`config.mk`:
```
export PLATFORM = sky130hd
export DESIGN_NAME = dparb_ram
export DESIGN_NICKNAME = d
export VERILOG_FILES = /design/src/rtl/dparb_pkg.sv /design/src/rtl/dparb_port_decode.sv /design/src/rtl/dparb_arbiter.sv /design/src/rtl/dparb_array.sv /design/src/rtl/dparb_ram.sv
export SDC_FILE = /design/constraint.sdc
export NUM_CORES = 2
export LEC_CHECK = 0
export BUFFER_PORTS_ARGS = -buffer_cell sky130_fd_sc_hd__buf_2
export CAP_MARGIN = 20
export CELL_PAD_IN_SITES_DETAIL_PLACEMENT = 1
export CELL_PAD_IN_SITES_GLOBAL_PLACEMENT = 2
export CORE_MARGIN = 3
export CORE_UTILIZATION = 36
export DETAILED_ROUTE_END_ITERATION = 8
export HOLD_SLACK_MARGIN = 0.06
export PLACE_DENSITY = 0.7
export SLEW_MARGIN = 20
export SYNTH_ARGS = -nofsm -noshare
export SYNTH_HDL_FRONTEND = slang
export SYNTH_HIERARCHICAL = 1
export SYNTH_SLANG_ARGS = --single-unit
export TNS_END_PERCENT = 1
```
`constraint.sdc`:
```
create_clock -name clk -period 4.1 [get_ports clk]
set_input_delay 0.41 -clock clk [delete_from_list [all_inputs] [get_ports clk]]
set_output_delay 0.41 -clock clk [all_outputs]
set_load 0.01 [all_outputs]
```
`src/rtl/dparb_pkg.sv`:
```
package dparb_pkg;

   typedef enum logic {
      PRIO_LEFT  = 1'b0,
      PRIO_RIGHT = 1'b1
   } prio_e;

endpackage

```
`src/rtl/dparb_port_decode.sv`:
```
module dparb_port_decode #(
   parameter int ADDR_W     = 6,
   parameter int HALF_DEPTH = 0,
   parameter int LANES      = 4,
   localparam int IW        = ADDR_W - HALF_DEPTH
) (
   input  logic [ADDR_W-1:0] addr,
   input  logic              wr_n,
   input  logic              oe_n,
   input  logic              cs0_n,
   input  logic              cs1,
   input  logic [LANES-1:0]  lane_n,
   input  logic              sleep,
   output logic [IW-1:0]     idx,
   output logic              active,
   output logic              wr_req,
   output logic              rd_req,
   output logic [LANES-1:0]  lane_en
);

   generate
      if (HALF_DEPTH != 0) begin : g_half
         assign idx = addr[IW-1:0];
      end else begin : g_full
         assign idx = addr;
      end
   endgenerate

   assign active  = !cs0_n && cs1 && !sleep;
   assign wr_req  = active && !wr_n;
   assign rd_req  = active && wr_n && !oe_n;
   assign lane_en = ~lane_n;

endmodule

```
`src/rtl/dparb_arbiter.sv`:
```
module dparb_arbiter
   import dparb_pkg::*;
#(
   parameter int IW = 6
) (
   input  logic          clk,
   input  logic          rst_n,
   input  logic          master,
   input  logic          l_act,
   input  logic [IW-1:0] l_idx,
   input  logic          l_busy_in,
   input  logic          r_act,
   input  logic [IW-1:0] r_idx,
   input  logic          r_busy_in,
   output logic          l_busy_o,
   output logic          r_busy_o,
   output logic          l_block,
   output logic          r_block
);

   logic          pl_act, pr_act, armed;
   logic [IW-1:0] pl_idx, pr_idx;
   prio_e         pwin;
   logic          collide, l_was, r_was, r_wins;

   assign collide = l_act && r_act && (l_idx == r_idx);
   assign l_was   = pl_act && (pl_idx == l_idx);
   assign r_was   = pr_act && (pr_idx == r_idx);
   assign r_wins  = collide && r_was && (!l_was || pwin == PRIO_RIGHT);

   assign l_busy_o = master && r_wins;
   assign r_busy_o = master && collide && !r_wins;
   assign l_block  = master ? l_busy_o : l_busy_in;
   assign r_block  = master ? r_busy_o : r_busy_in;

   always_ff @(posedge clk or negedge rst_n) begin
      if (!rst_n) begin
         pl_act <= 1'b0;
         pr_act <= 1'b0;
         pl_idx <= '0;
         pr_idx <= '0;
         pwin   <= PRIO_LEFT;
         armed  <= 1'b0;
      end else begin
         pl_act <= l_act;
         pr_act <= r_act;
         pl_idx <= l_idx;
         pr_idx <= r_idx;
         pwin   <= r_wins ? PRIO_RIGHT : PRIO_LEFT;
         armed  <= 1'b1;
      end
   end

   a_r6_single_loser: assert property (@(posedge clk) disable iff (!rst_n)
      !(l_busy_o && r_busy_o));

   a_r6_left_wins_fresh: assert property (@(posedge clk) disable iff (!rst_n)
      (armed && master && collide && !($past(r_act) && $past(r_idx) == r_idx))
      |-> (r_busy_o && !l_busy_o));

   a_r7_early_right_keeps: assert property (@(posedge clk) disable iff (!rst_n)
      (armed && master && collide && $past(r_act) && $past(r_idx) == r_idx
       && !($past(l_act) && $past(l_idx) == l_idx))
      |-> (l_busy_o && !r_busy_o));

   a_r8_slave_silent: assert property (@(posedge clk) disable iff (!rst_n)
      !master |-> (!l_busy_o && !r_busy_o));

endmodule

```
`src/rtl/dparb_array.sv`:
```
module dparb_array #(
   parameter int IW     = 6,
   parameter int LANES  = 4,
   parameter int LANE_W = 9,
   localparam int DW    = LANES * LANE_W,
   localparam int DEPTH = 1 << IW
) (
   input  logic             clk,
   input  logic             rst_n,
   input  logic [IW-1:0]    l_idx,
   input  logic [LANES-1:0] l_we,
   input  logic [DW-1:0]    l_wdata,
   input  logic             l_cap,
   output logic [DW-1:0]    l_q,
   input  logic [IW-1:0]    r_idx,
   input  logic [LANES-1:0] r_we,
   input  logic [DW-1:0]    r_wdata,
   input  logic             r_cap,
   output logic [DW-1:0]    r_q
);

   logic [DW-1:0] mem [DEPTH];

   // right lanes first so the left port's lanes take effect on a shared word
   always_ff @(posedge clk) begin
      for (int k = 0; k < LANES; k++) begin
         if (r_we[k]) mem[r_idx][k*LANE_W +: LANE_W] <= r_wdata[k*LANE_W +: LANE_W];
      end
      for (int k = 0; k < LANES; k++) begin
         if (l_we[k]) mem[l_idx][k*LANE_W +: LANE_W] <= l_wdata[k*LANE_W +: LANE_W];
      end
   end

   // nonblocking capture sees the word as it was before this edge's writes
   always_ff @(posedge clk or negedge rst_n) begin
      if (!rst_n) begin
         l_q <= '0;
         r_q <= '0;
      end else begin
         if (l_cap) l_q <= mem[l_idx];
         if (r_cap) r_q <= mem[r_idx];
      end
   end

endmodule

```
`src/rtl/dparb_ram.sv`:
```
module dparb_ram #(
   parameter int ADDR_W     = 6,
   parameter int HALF_DEPTH = 0,
   parameter int LANES      = 4,
   parameter int LANE_W     = 9,
   localparam int IW        = ADDR_W - HALF_DEPTH,
   localparam int DW        = LANES * LANE_W
) (
   input  logic              clk,
   input  logic              rst_n,
   input  logic              ms_master,
   input  logic [ADDR_W-1:0] lt_addr,
   input  logic [DW-1:0]     lt_wdata,
   output logic [DW-1:0]     lt_rdata,
   input  logic              lt_wr_n,
   input  logic              lt_oe_n,
   input  logic              lt_cs0_n,
   input  logic              lt_cs1,
   input  logic [LANES-1:0]  lt_lane_n,
   input  logic              lt_sleep,
   input  logic              lt_busy_in,
   output logic              lt_busy,
   input  logic [ADDR_W-1:0] rt_addr,
   input  logic [DW-1:0]     rt_wdata,
   output logic [DW-1:0]     rt_rdata,
   input  logic              rt_wr_n,
   input  logic              rt_oe_n,
   input  logic              rt_cs0_n,
   input  logic              rt_cs1,
   input  logic [LANES-1:0]  rt_lane_n,
   input  logic              rt_sleep,
   input  logic              rt_busy_in,
   output logic              rt_busy
);

   generate
      if (ADDR_W < 2 || ADDR_W > 12) begin : g_bad_addr
         $error("dparb_ram: ADDR_W must lie in 2..12");
      end
      if (HALF_DEPTH != 0 && HALF_DEPTH != 1) begin : g_bad_half
         $error("dparb_ram: HALF_DEPTH must be 0 or 1");
      end
      if (LANES < 1 || LANE_W < 1) begin : g_bad_lane
         $error("dparb_ram: LANES and LANE_W must be positive");
      end
   endgenerate

   logic [IW-1:0]    l_idx, r_idx;
   logic             l_act, r_act, l_wr, r_wr, l_rd, r_rd;
   logic [LANES-1:0] l_len, r_len, l_we, r_we;
   logic             l_block, r_block;
   logic [DW-1:0]    l_q, r_q, l_bits, r_bits;
   logic [LANES-1:0] l_show, r_show;

   dparb_port_decode #(.ADDR_W(ADDR_W), .HALF_DEPTH(HALF_DEPTH), .LANES(LANES)) u_ldec (
      .addr(lt_addr), .wr_n(lt_wr_n), .oe_n(lt_oe_n), .cs0_n(lt_cs0_n), .cs1(lt_cs1),
      .lane_n(lt_lane_n), .sleep(lt_sleep), .idx(l_idx), .active(l_act),
      .wr_req(l_wr), .rd_req(l_rd), .lane_en(l_len));

   dparb_port_decode #(.ADDR_W(ADDR_W), .HALF_DEPTH(HALF_DEPTH), .LANES(LANES)) u_rdec (
      .addr(rt_addr), .wr_n(rt_wr_n), .oe_n(rt_oe_n), .cs0_n(rt_cs0_n), .cs1(rt_cs1),
      .lane_n(rt_lane_n), .sleep(rt_sleep), .idx(r_idx), .active(r_act),
      .wr_req(r_wr), .rd_req(r_rd), .lane_en(r_len));

   dparb_arbiter #(.IW(IW)) u_arb (
      .clk(clk), .rst_n(rst_n), .master(ms_master),
      .l_act(l_act), .l_idx(l_idx), .l_busy_in(lt_busy_in),
      .r_act(r_act), .r_idx(r_idx), .r_busy_in(rt_busy_in),
      .l_busy_o(lt_busy), .r_busy_o(rt_busy), .l_block(l_block), .r_block(r_block));

   assign l_we = (l_wr && !l_block) ? l_len : '0;
   assign r_we = (r_wr && !r_block) ? r_len : '0;

   dparb_array #(.IW(IW), .LANES(LANES), .LANE_W(LANE_W)) u_mem (
      .clk(clk), .rst_n(rst_n),
      .l_idx(l_idx), .l_we(l_we), .l_wdata(lt_wdata), .l_cap(l_rd), .l_q(l_q),
      .r_idx(r_idx), .r_we(r_we), .r_wdata(rt_wdata), .r_cap(r_rd), .r_q(r_q));

   // lanes presented on the output, held while a port sleeps
   always_ff @(posedge clk or negedge rst_n) begin
      if (!rst_n) begin
         l_show <= '0;
         r_show <= '0;
      end else begin
         if (!lt_sleep) l_show <= l_rd ? l_len : '0;
         if (!rt_sleep) r_show <= r_rd ? r_len : '0;
      end
   end

   generate
      for (genvar k = 0; k < LANES; k++) begin : g_lane
         assign l_bits[k*LANE_W +: LANE_W] = {LANE_W{l_show[k]}};
         assign r_bits[k*LANE_W +: LANE_W] = {LANE_W{r_show[k]}};
      end
   endgenerate

   assign lt_rdata = l_q & l_bits;
   assign rt_rdata = r_q & r_bits;

   a_r4_left_quiet: assert property (@(posedge clk) disable iff (!rst_n)
      (!lt_sleep && !(!lt_cs0_n && lt_cs1 && lt_wr_n && !lt_oe_n)) |=> (lt_rdata == '0));

   a_r4_right_quiet: assert property (@(posedge clk) disable iff (!rst_n)
      (!rt_sleep && !(!rt_cs0_n && rt_cs1 && rt_wr_n && !rt_oe_n)) |=> (rt_rdata == '0));

   a_r9_left_sleep_hold: assert property (@(posedge clk) disable iff (!rst_n)
      lt_sleep |=> $stable(lt_rdata));

   a_r9_right_sleep_hold: assert property (@(posedge clk) disable iff (!rst_n)
      rt_sleep |=> $stable(rt_rdata));

   a_r9_sleeper_never_busy: assert property (@(posedge clk) disable iff (!rst_n)
      (lt_sleep || rt_sleep) |-> (!lt_busy && !rt_busy));

endmodule

```
==> results.yml <==
clocking:
  clkLatencyLatePin_ns: 0.95
  clockRootBuffer: "clkbuf_16"
  cts_made_buffers: 288
  htree_levels: 5
  cts_tree: "built"
  clock-sinks: 2399
  clockBufferDepth: 4
  path_clk_slew_ns: 0.06
placement:
  placedCellCount: 16000
  post-dp-hpwl_um: 515000
  gp_congestion: 0.984
  port-buffer-count: 180
  pre_cts_slack_ns: -0.560
power_and_ir_drop:
  irDropWorstVdd_v: 0.000282
  power_density_mw_per_mm2: 368
  finalPower_w: 0.0619
  leakage_nw: 56.6
sta:
  fin_tns_setup_ns: 0
  relSlewSlack_pct: 12.2
  fin_crit_ns: 3.91
  worst_slack_ns: 0.188
  rsz0062_at_grt: "no"
  clock.fmax_ghz: 0.256
  worst_pin_slew_ns: 1.31
  hold_viol: 0
  period_share_pct: 95.4
  slew_viol_final: 0
  clock_skew_ns: 0.0475
  setup_violations: 0
  hold_slack_ns: 0.111
synthesis:
  synth_ff_type: "edfxtp_1"
  synth_top_area_cell: "edfxtp_1"
  ys_seq_area_share_pct: 50.3
  syn_inst: 10500
  synth_area_sq_mm: 0.142
  yosysMostFrequentCell: "mux2_2"
  ys_types: 88
  yosys-top-cells-area: "edfxtp_1 (49%), mux2_2 (21%), mux4_2 (6.3%)"
  synth_top_area_share_pct: 48.7
  synth_edf_count: 2304
  synth.avg_cell_area_sq_um: 13.6
  yosys_warnings: 6
  synth.top_cells.by_count: "mux2_2 (2,628), edfxtp_1 (2,304), clkbuf_1 (691)"
  synth_nets: 10600
  synthArstFlopShare_pct: 3.96
  synth_seq_cells: 2399
drt:
  wl_um: 770000
  vias_per_cell: 7.09
  first_iter_violations: 20200
  firstDrtPassIters: 9
  drc: 11
  vias: 117000
  wl_per_cell_um: 46.5
  ant_nets: 0
cells_and_area:
  final-instance-count-excl-fill: 16600
  final_nets: 11200
  layout-drive-gt1-share_pct: 46.1
  syn2layout_area_growth_pct: 18.3
critical_path:
  ff2ff_path_depth: 11
  cp-start-kind: "flip-flop"
  timing.rr.start: "u_arb/pl_idx[4]"
  cpMostUsedCell: "buf_12"
  timing.rr.end: "u_mem/mem[31][7]"
  worst-path-buf-inv: 2
  crit_type: "reg -> reg"
  worstPathMaxFanout: 12
  cp_top_family: "simple AND/OR/NAND/NOR gates"
  arrival_ns: 4.60
  worstPathCellList: "xor2_1, nor4_1, a211o_2, o22ai_1, buf_12, nor2b_4, and2_1, nand2_1, buf_12, nor2_1, mux2_2"
  critical_path.slowest_cell: "nor2_1"
  cpPeakStageDelay_ns: 0.68
  crit_required_ns: 4.78
  r2r_slack_ns: 0.19
  cp-end-kind: "flip-flop"
run:
  maxCapViolCount: 0
floorplanning:
  ios: 181
  die_h_um: 634
  die_w_um: 634
  rows: 230
  initial_core_util_pct: 36.2
  design.die.area_sq_mm: 0.402
  core_area_sq_mm: 0.393
hold_path:
  worstHoldStart: "rt_oe_n"
  min_path_type: "in -> reg"
  whs_path_depth: 5
  hold_end: "u_mem/r_q[18]"
global_routing:
  grt_pass1_wl_um: 1030000
  first_global_vias: 116000
  grt_max_degree: 113
  globalRoute.totalOverflow: 0
  antenna_found_initial: 111
  track_usage_pct: 37.1
status:
  outcome: "finished, violations left"
  violations: "DRC"
## how the worst max path moves through the flow
stage | from | endpoint | slack, ns | depth (start not counted)
floorplan | lt_cs0_n | u_mem/mem[50][0] | 0.89 | 13
global placement | lt_cs1 | u_mem/mem[5][13] | -0.47 | 17
detailed placement | lt_cs1 | u_mem/mem[5][16] | -0.56 | 17
CTS | u_arb/pl_idx[4] | u_mem/mem[5][16] | 0.01 | 12
global route | u_arb/pl_idx[4] | u_mem/mem[31][7] | 0.03 | 11
finish | u_arb/pl_idx[4] | u_mem/mem[31][7] | 0.19 | 11
## layout make-up
class | count | area (sq um)
clock inverter | 146 | 1390
fill | 39700 | 225000
clock buffer | 370 | 7810
inverter | 19 | 104
tap | 5220 | 6530
antenna | 59 | 148
sequential | 2399 | 71600
multi-input combinational | 6813 | 65200
timing repair buffer | 1535 | 15400
## metal layers
metal	share of wire, %	global-route usage, %	wire length (um)	vias up
li1	-	-	-	43600
met1	36	46.0	274000	60800
met2	42	54.1	325000	10200
met3	14	12.3	104000	2754
met4	8.6	26.7	66400	60
met5	0.061	0	473	-
## per-stage QoR
stage,utilization (%),cell area (sq um)
after floorplan,-,142000
after global placement,40.3,158000
after detailed placement,40.3,158000
after CTS,42.7,168000
after global routing,42.8,168000
final,42.8,168000
## power breakdown
| group | switching, W | internal [W] |
|---|---|---|
| sequential | 0.000345 | 0.0271 |
| combinational | 0.00547 | 0.00281 |
| clock | 0.0112 | 0.0150 |
| total | 0.0171 | 0.0448 |
## worst min-delay path, cell delays in order
cell and delay [ns]:
buf_2 0.10, nor3b_4 0.05, buf_12 0.21, nor2_1 0.16
a31oi_1 0.05
## sequential cells by signal, indices dropped and copies added, names as in the netlist
name / flops
u_mem/mem: 2304
u_mem/l_q: 36
u_mem/r_q: 36
u_arb/pl_idx: 6
u_arb/pr_idx: 6
l_show: 4
r_show: 4
u_arb/pl_act: 1
u_arb/pr_act: 1
u_arb/pwin: 1
## what timing repair did
action / CTS / global route
endpoints found under the setup margin: 0 / 72
hold endpoints to repair: 88 / 0
buffers inserted: 0 / 0
hold buffers: 30 / 0
gates resized for setup: 0 / 4
## cell families (layout without fill, tap and decap cells)
kind of cell,count (synthesis),after routing,synth area share [%]
xor gates and xnor gates,18,18,0.111
muxes,3477,3477,30.3
other,0,59,0
buffers and inverters,1276,2070,4.14
and+or+nand+nor,1070,1070,3.65
DFF,2399,2399,50.3
AOI/OAI and AO/OA,2248,2248,11.5
## layout by cell type (no fill, tap or decap), types with 44 or more instances in the layout
cell type | Yosys | final
mux2i_1 | 447 | 447
a221oi_1 | 463 | 463
a221o_1 | 82 | 82
dfrtp_1 | 95 | 95
mux2_2 | 2628 | 2628
nor2_1 | 294 | 273
clkinv_2 | 0 | 44
buf_2 | 282 | 153
buf_12 | 2 | 328
mux4_2 | 397 | 397
a22oi_1 | 360 | 360
edfxtp_1 | 2304 | 2304
nand2_1 | 337 | 325
buf_4 | 123 | 1015
o21ai_0 | 341 | 340
clkbuf_16 | 0 | 297
clkbuf_1 | 691 | 63
a21oi_1 | 214 | 214
a31oi_1 | 59 | 59
clkinv_1 | 0 | 52
nor2_2 | 119 | 124
diode_2 | 0 | 59
o22ai_1 | 335 | 332
and2_1 | 96 | 88
a22o_1 | 84 | 84
Power figures use the tool's default switching activity.
